$ cat src/rtl/lcdc_pkg.sv
package lcdc_pkg;
  typedef enum logic [1:0] {
    TGT_CODE = 2'd0,
    TGT_ATTR = 2'd1,
    TGT_PAT  = 2'd2
  } ram_tgt_e;

  typedef enum logic [2:0] {
    OP_NONE     = 3'd0,
    OP_ENTRY    = 3'd1,
    OP_FUNC     = 3'd2,
    OP_ATTR_ADR = 3'd3,
    OP_PAT_ADR  = 3'd4,
    OP_CODE_ADR = 3'd5
  } op_e;

  localparam int HOST_W = 8;
endpackage

$ cat src/rtl/lcdc_op_decode.sv
module lcdc_op_decode
  import lcdc_pkg::*;
(
  input  logic [HOST_W-1:0] code,
  output op_e               op
);
  // Leading-one position selects the instruction class.
  always_comb begin
    if (code[7])      op = OP_CODE_ADR;
    else if (code[6]) op = OP_PAT_ADR;
    else if (code[5]) op = OP_FUNC;
    else if (code[4]) op = OP_ATTR_ADR;
    else if (code[3]) op = OP_NONE;
    else if (code[2]) op = OP_ENTRY;
    else              op = OP_NONE;
  end
endmodule

$ cat src/rtl/lcdc_addr_step.sv
module lcdc_addr_step
  import lcdc_pkg::*;
#(
  parameter int AW            = 7,
  parameter int PAT_AW        = 6,
  parameter int ATTR_AW       = 4,
  parameter int ONE_LINE_LAST = 'h4F,
  parameter int ROW_LEN       = 40,
  parameter int ROW2_BASE     = 'h40
) (
  input  logic [AW-1:0] cur,
  input  ram_tgt_e      tgt,
  input  logic          up,
  input  logic          two_line,
  output logic [AW-1:0] nxt
);
  localparam logic [AW-1:0] ROW1_LAST = AW'(ROW_LEN - 1);
  localparam logic [AW-1:0] ROW2_FIRST = AW'(ROW2_BASE);
  localparam logic [AW-1:0] ROW2_LAST = AW'(ROW2_BASE + ROW_LEN - 1);
  localparam logic [AW-1:0] LINE_LAST = AW'(ONE_LINE_LAST);

  logic [PAT_AW-1:0]  pat_nxt;
  logic [ATTR_AW-1:0] attr_nxt;
  logic [AW-1:0]      code_nxt;

  // Narrow memories wrap naturally within their own width.
  assign pat_nxt  = up ? cur[PAT_AW-1:0] + PAT_AW'(1)
                       : cur[PAT_AW-1:0] - PAT_AW'(1);
  assign attr_nxt = up ? cur[ATTR_AW-1:0] + ATTR_AW'(1)
                       : cur[ATTR_AW-1:0] - ATTR_AW'(1);

  always_comb begin
    if (two_line) begin
      if (up)
        code_nxt = (cur == ROW1_LAST) ? ROW2_FIRST :
                   (cur == ROW2_LAST) ? '0 : cur + AW'(1);
      else
        code_nxt = (cur == ROW2_FIRST) ? ROW1_LAST :
                   (cur == '0) ? ROW2_LAST : cur - AW'(1);
    end else begin
      if (up)
        code_nxt = (cur == LINE_LAST) ? '0 : cur + AW'(1);
      else
        code_nxt = (cur == '0) ? LINE_LAST : cur - AW'(1);
    end
  end

  always_comb begin
    case (tgt)
      TGT_PAT:  nxt = AW'(pat_nxt);
      TGT_ATTR: nxt = AW'(attr_nxt);
      default:  nxt = code_nxt;
    endcase
  end
endmodule

$ cat src/rtl/lcdc_busy_timer.sv
module lcdc_busy_timer #(
  parameter int CYCLES = 10
) (
  input  logic clk,
  input  logic rst_n,
  input  logic start,
  output logic busy
);
  localparam int CW = $clog2(CYCLES + 1);

  logic [CW-1:0] cnt;

  always_ff @(posedge clk) begin
    if (!rst_n)            cnt <= '0;
    else if (start)        cnt <= CW'(CYCLES);
    else if (cnt != '0)    cnt <= cnt - CW'(1);
  end

  assign busy = (cnt != '0);


  busy_after_start_chk: assert property (@(posedge clk) disable iff (!rst_n)
    start |=> busy);


  idle_stays_idle_chk: assert property (@(posedge clk) disable iff (!rst_n)
    (!busy && !start) |=> !busy);
endmodule

$ cat src/rtl/lcdc_cmd_front.sv
module lcdc_cmd_front
  import lcdc_pkg::*;
#(
  parameter int AW            = 7,
  parameter int PAT_AW        = 6,
  parameter int ATTR_AW       = 4,
  parameter int ONE_LINE_LAST = 'h4F,
  parameter int ROW_LEN       = 40,
  parameter int ROW2_BASE     = 'h40,
  parameter int GLYPH_ROWS    = 8,
  parameter int BUSY_CYCLES   = 10,
  parameter int COMW          = 5
) (
  input  logic              clk,
  input  logic              rst_n,
  input  logic              host_valid,
  output logic              host_ready,
  input  logic              host_rs,
  input  logic              host_rw,
  input  logic [HOST_W-1:0] host_wdata,
  output logic [AW:0]       status_rdata,
  output logic              code_we,
  output logic              attr_we,
  output logic              pat_we,
  output logic [AW-1:0]     ram_addr,
  output logic [HOST_W-1:0] ram_wdata,
  output logic              two_line,
  output logic [COMW-1:0]   com_count
);
  localparam logic [AW-1:0] ROW1_LAST  = AW'(ROW_LEN - 1);
  localparam logic [AW-1:0] ROW2_FIRST = AW'(ROW2_BASE);

  logic          busy;
  logic          accept;
  logic          instr_acc;
  logic          data_acc;
  logic [AW-1:0] ac;
  logic [AW-1:0] ac_nxt;
  ram_tgt_e      tgt;
  logic          step_up;
  logic          extra_row;
  op_e           op;

  assign host_ready = 1'b1;
  assign accept     = host_valid && !host_rw && !busy;
  assign instr_acc  = accept && !host_rs;
  assign data_acc   = accept && host_rs;

  lcdc_op_decode u_dec (
    .code (host_wdata),
    .op   (op)
  );

  lcdc_addr_step #(
    .AW            (AW),
    .PAT_AW        (PAT_AW),
    .ATTR_AW       (ATTR_AW),
    .ONE_LINE_LAST (ONE_LINE_LAST),
    .ROW_LEN       (ROW_LEN),
    .ROW2_BASE     (ROW2_BASE)
  ) u_step (
    .cur      (ac),
    .tgt      (tgt),
    .up       (step_up),
    .two_line (two_line),
    .nxt      (ac_nxt)
  );

  lcdc_busy_timer #(
    .CYCLES (BUSY_CYCLES)
  ) u_busy (
    .clk   (clk),
    .rst_n (rst_n),
    .start (accept),
    .busy  (busy)
  );

  always_ff @(posedge clk) begin
    if (!rst_n) begin
      ac        <= '0;
      tgt       <= TGT_CODE;
      step_up   <= 1'b1;
      two_line  <= 1'b0;
      extra_row <= 1'b0;
      code_we   <= 1'b0;
      attr_we   <= 1'b0;
      pat_we    <= 1'b0;
      ram_addr  <= '0;
      ram_wdata <= '0;
    end else begin
      code_we <= 1'b0;
      attr_we <= 1'b0;
      pat_we  <= 1'b0;
      if (data_acc) begin
        ram_addr  <= ac;
        ram_wdata <= host_wdata;
        ac        <= ac_nxt;
        case (tgt)
          TGT_CODE: code_we <= 1'b1;
          TGT_ATTR: attr_we <= 1'b1;
          TGT_PAT:  pat_we  <= 1'b1;
          default:  ;
        endcase
      end
      if (instr_acc) begin
        case (op)
          OP_CODE_ADR: begin
            ac  <= host_wdata[AW-1:0];
            tgt <= TGT_CODE;
          end
          OP_PAT_ADR: begin
            ac  <= AW'(host_wdata[PAT_AW-1:0]);
            tgt <= TGT_PAT;
          end
          OP_ATTR_ADR: begin
            ac  <= AW'(host_wdata[ATTR_AW-1:0]);
            tgt <= TGT_ATTR;
          end
          OP_FUNC: begin
            two_line  <= host_wdata[3];
            extra_row <= host_wdata[2];
          end
          OP_ENTRY: step_up <= host_wdata[1];
          default:  ;
        endcase
      end
    end
  end

  always_comb begin
    com_count = (two_line ? COMW'(2 * GLYPH_ROWS) : COMW'(GLYPH_ROWS)) + COMW'(extra_row);
  end

  assign status_rdata = {busy, ac};


  busy_write_dropped_chk: assert property (@(posedge clk) disable iff (!rst_n)
    (host_valid && !host_rw && busy) |=> !(code_we || attr_we || pat_we));


  busy_counter_held_chk: assert property (@(posedge clk) disable iff (!rst_n)
    (host_valid && !host_rw && busy) |=> (ac == $past(ac)));


  single_strobe_chk: assert property (@(posedge clk) disable iff (!rst_n)
    data_acc |=> ($countones({code_we, attr_we, pat_we}) == 1)
                 && (ram_wdata == $past(host_wdata)) && (ram_addr == $past(ac)));


  code_load_chk: assert property (@(posedge clk) disable iff (!rst_n)
    (instr_acc && host_wdata[7]) |=> (ac == $past(host_wdata[AW-1:0])) && (tgt == TGT_CODE));


  row_jump_chk: assert property (@(posedge clk) disable iff (!rst_n)
    (data_acc && tgt == TGT_CODE && two_line && step_up && ac == ROW1_LAST)
      |=> (ac == ROW2_FIRST));


  pat_wrap_chk: assert property (@(posedge clk) disable iff (!rst_n)
    (data_acc && tgt == TGT_PAT && step_up && ac[PAT_AW-1:0] == '1) |=> (ac == '0));
endmodule

$ cat config.mk
export PLATFORM = sky130hd
export DESIGN_NAME = lcdc_cmd_front
export DESIGN_NICKNAME = d
export VERILOG_FILES = /design/src/rtl/lcdc_pkg.sv /design/src/rtl/lcdc_op_decode.sv /design/src/rtl/lcdc_addr_step.sv /design/src/rtl/lcdc_busy_timer.sv /design/src/rtl/lcdc_cmd_front.sv
export SDC_FILE = /design/constraint.sdc
export NUM_CORES = 1
export LEC_CHECK = 0
export BUFFER_PORTS_ARGS = -buffer_cell sky130_fd_sc_hd__buf_2
export CAP_MARGIN = 20
export CORE_UTILIZATION = 52
export CTS_CLUSTER_DIAMETER = 120
export DETAILED_ROUTE_END_ITERATION = 6
export GPL_ROUTABILITY_DRIVEN = 0
export PLACE_DENSITY = 0.77
export SETUP_SLACK_MARGIN = 0.4
export SLEW_MARGIN = 5
export SYNTH_ARGS = -nofsm -noshare
export SYNTH_HDL_FRONTEND = slang
export SYNTH_HIERARCHICAL = 1
export SYNTH_SLANG_ARGS = --single-unit
$ cat constraint.sdc
create_clock -name clk -period 2.4 [get_ports clk]
set_input_delay 0.36 -clock clk [delete_from_list [all_inputs] [get_ports clk]]
set_output_delay 0.36 -clock clk [all_outputs]
set_load 0.02 [all_outputs]
==> run_results.csv <==
group,metric,value,unit
run_status,status,"finished, final reports clean",
worst_setup_path,worstPathRequired,2.57,ns
timing,holdWs,0.330,ns
finish,layout-drive-gt1-share,38.5,%
timing,finalSetupTns,0,ns
timing,worst_slew_pin_slew,0.558,ns
worst_setup_path,reg2reg_to,"ac[4]",
clock_network,worstSkewPairLatency,0.29,ns
global_routing,grt_most_used_layer,"met2",
logic_synthesis,synth_top_area_cell,"dfxtp_1",
logic_synthesis,yosysWarnings,6,
worst_setup_path,worst_setup_path_start_kind,"flip-flop",
timing,finalCritPeriodShare,87.1,%
routing,detail_route.vias_per_cell,5.92,
worst_setup_path,cp_num_cells,8,
finish,area_growth,29.3,%
worst_setup_path,crit_path_max_fanout,10,
timing,finalWorstSetupSlack,0.310,ns
routing,drc,0,
logic_synthesis,synth_most_common_cell,"nand2_1",
logic_synthesis,synth-seq-cells,34,
logic_synthesis,syn_area,0.00216,sq mm
clock_network,cts_tree,"built",
timing,skew,0.00599,ns
routing,wl_per_cell,16.1,um
clock_network,postCtsHoldBufs,0,
global_routing,grtUsageMet2,40.4,%
die,dieWidth,66.4,um
power_and_ir_drop,intPower,0.962,mW
worst_setup_path,r2r_setup_slack,0.31,ns
clock_network,clockBufferDepth,2,
routing,drt-total-wl,6.01,mm
global_routing,grt_usage,26.1,%
flow_run,cap_violations,0,
place,dp.cells,348,
logic_synthesis,synth_flop_cell,"dfxtp_1",
worst_setup_path,slowest_delay,0.47,ns
logic_synthesis,synth_compound_area_share,21.4,%
global_routing,use_met1,35.5,%
clock_network,clk_pin_slew,0.07,ns
logic_synthesis,synth_cells,266,
finish,final_cells,372,
die,row_count,23,
finish,n_antenna_cell,0,
place,post_dp_cell_area,0.00239,sq mm
worst_setup_path,path_class,"flip-flop to flip-flop",
die,core_region_area,0.00400,sq mm
finish,finalNetCount,344,
power_and_ir_drop,finalPower,1.40,mW
clock_network,root_buffer,"clkbuf_8",
die,start_util,53.9,%
logic_synthesis,synth.distinct_cells,57,
timing,max_freq,0.478,GHz
timing,hold_viol,0,
routing,ant_nets,0,
worst_setup_path,r2r_start,"ac[5]",
power_and_ir_drop,power_density,502,mW/mm^2
worst_setup_path,path_cells,"nor4_4, nand3b_1, nand2_2, o22a_1, o21ai_1, mux2_2, a22oi_1, nor2_1",
worst_setup_path,crit_slowest_cell,"nor4_4",
worst_setup_path,cp_top_family,"simple AND/OR/NAND/NOR gates",
global_routing,globalRouteOverflowTotal,0,
die,die_area,0.00441,sq mm
logic_synthesis,synth_adder_area_share,6.15,%
logic_synthesis,syn_area_per_cell,8.10,sq um
global_routing,grt_first_pass_wirelength,8.63,mm
worst_setup_path,r2r_cells,8,
worst_setup_path,cp-endpoint,"ac[4]",
worst_setup_path,crit_start,"ac[5]",
logic_synthesis,yosys.area_share.simple,25.7,%
power_and_ir_drop,ir_worst_vdd,0.000465,V
place,pre_cts_slack,0.201,ns
worst_setup_path,path_buf_inv,0,
logic_synthesis,yosysSeqAreaShare,31.6,%
global_routing,antenna_found_initial,0,
logic_synthesis,synth.top_cell.area_share,31.6,%
worst_setup_path,cp-end-kind,"flip-flop",
global_routing,first_global_vias,1774,
finish,stdcell_area,0.00279,sq mm
timing,rsz0062_at_grt,"yes",
logic_synthesis,synth_common_cells,"nand2_1, dfxtp_1, a21oi_1",
logic_synthesis,async_reset_ff_share,0,%
die,die_y,66.4,um
logic_synthesis,synth_xor_area_share,4.88,%
routing,drtIter0Drc,214,
timing,setup_viol,0,
clock_network,cts_sinks,34,
finish,postLayoutCoreUtil,69.7,%
logic_synthesis,synth_top_family_by_area,"simple AND/OR/NAND/NOR gates",
worst_hold_path,whs_path_depth,3,
die,pin_count,46,
power_and_ir_drop,comb_power_share,24.5,%
place,dp_hpwl,3.63,mm
power_and_ir_drop,switching_share,31.3,%
routing,vias,2201,
timing,maxSlewViolCount,0,
timing,slew_headroom,62.7,%
clock_network,cts_buffers,5,
logic_synthesis,synth-edff-count,0,
power_and_ir_drop,static-leakage-power,1.16,nW
power_and_ir_drop,switchingPower,0.438,mW
worst_hold_path,hp-class,"input port to flip-flop",
place,port_buffers,42,
logic_synthesis,synthTopCellsByArea,"dfxtp_1, nand2_1, ha_1",
worst_setup_path,worstPathArrival,2.26,ns
global_routing,grt_use_met3,3.62,%
logic_synthesis,muxShareOfSynthArea,2.55,%
routing,first_pass_iters,4,
power_and_ir_drop,sequentialPowerShare,43.4,%
clock_network,htreeDepth,2,
global_routing,grt_max_degree,18,
power_and_ir_drop,pwr-share-clk,32.1,%
timing,fin_crit,2.09,ns
==> state kept, by name, indices dropped and copies added, names as in the netlist <==
register and cells:
ac 7, attr_we 1, code_we 1, extra_row 1, pat_we 1, ram_addr 7, ram_wdata 8, step_up 1
tgt 2, two_line 1, u_busy/cnt 4
==> routing by layer <==
| layer | routed length, um | part of all wire (%) | vias to the layer above |
|---|---|---|---|
| met2 | 2920 | 49 | 100 |
| met4 | 207 | 3.4 | 0 |
| met5 | 0 | 0 | - |
| li1 | - | - | 1038 |
| met1 | 2510 | 42 | 1042 |
| met3 | 374 | 6.2 | 21 |
==> worst min-delay path by stage <==
| stage | start | slack [ns] | endpoint |
|---|---|---|---|
| floorplan | extra_row | 0.44 | extra_row |
| global placement | ram_addr[6] | 0.44 | ram_addr[6] |
| detailed placement | ram_addr[6] | 0.44 | ram_addr[6] |
| CTS | host_wdata[1] | 0.33 | step_up |
| global route | host_wdata[1] | 0.35 | step_up |
| finish | host_wdata[1] | 0.33 | step_up |
==> tightest hold or removal path, stage by stage <==
cell     delay [ns]
buf_2          0.11
mux2i_1        0.07
nand2_1        0.06
==> power by group through the flow <==
stage | Combinational [mW] | Clock (mW) | Sequential [mW]
3_5_place_dp | 0.255 | 0 | 0.620
4_1_cts | 0.291 | 0.453 | 0.602
3_3_place_gp | 0.251 | 0 | 0.620
2_1_floorplan | 0.184 | 0 | 0.626
5_1_grt | 0.368 | 0.464 | 0.610
6_report | 0.343 | 0.450 | 0.607
==> layout by cell type, fill, tap and decap left out, types with 2 or more instances in the layout <==
master / instances
xnor2_1: 3
clkbuf_8: 6
mux2_4: 2
nand2b_1: 5
a21oi_1: 18
a211oi_2: 3
dfxtp_4: 4
o31ai_1: 3
nand3_1: 6
buf_2: 42
nor3_1: 2
a311oi_1: 3
inv_1: 4
buf_6: 2
dfxtp_1: 24
xor2_1: 9
o21ai_1: 8
inv_4: 2
o221ai_1: 2
a21o_1: 4
nand3b_1: 4
o21ai_0: 6
inv_2: 2
nor3_4: 2
conb_1: 3
buf_4: 21
nor2_1: 16
mux2_2: 2
nand3_2: 2
ha_1: 4
nand2_1: 48
a21boi_0: 7
nor2_2: 2
ha_4: 4
o21ai_2: 2
dfxtp_2: 6
nor3b_1: 4
==> repair_timing <==
action / 4_1_cts / 5_1_grt
setup endpoints to repair: 11 / 9
endpoints found under the hold margin: 0 / 0
pin swaps: 6 / 16
gates resized for setup: 16 / 34
setup buffers: 8 / 8
==> cells by family (layout without fill, tap and decap cells) <==
family | Yosys count | in the layout
other cells | 2 | 3
simple gates | 106 | 106
mux | 5 | 5
buf+inv | 28 | 83
compound gates | 69 | 69
xor+xnor | 12 | 12
fa+ha+maj | 10 | 10
flops | 34 | 34
==> layout make-up <==
type	instances	area [sq um]
Inverter	9	38.8
Clock buffer	6	82.6
Tap cell	50	62.6
Fill cell	302	1210
Sequential cell	34	703
Clock inverter	2	12.5
Timing Repair Buffer	66	405
Multi-Input combinational cell	205	1480
Note: power is estimated with default switching activity, not from simulation.
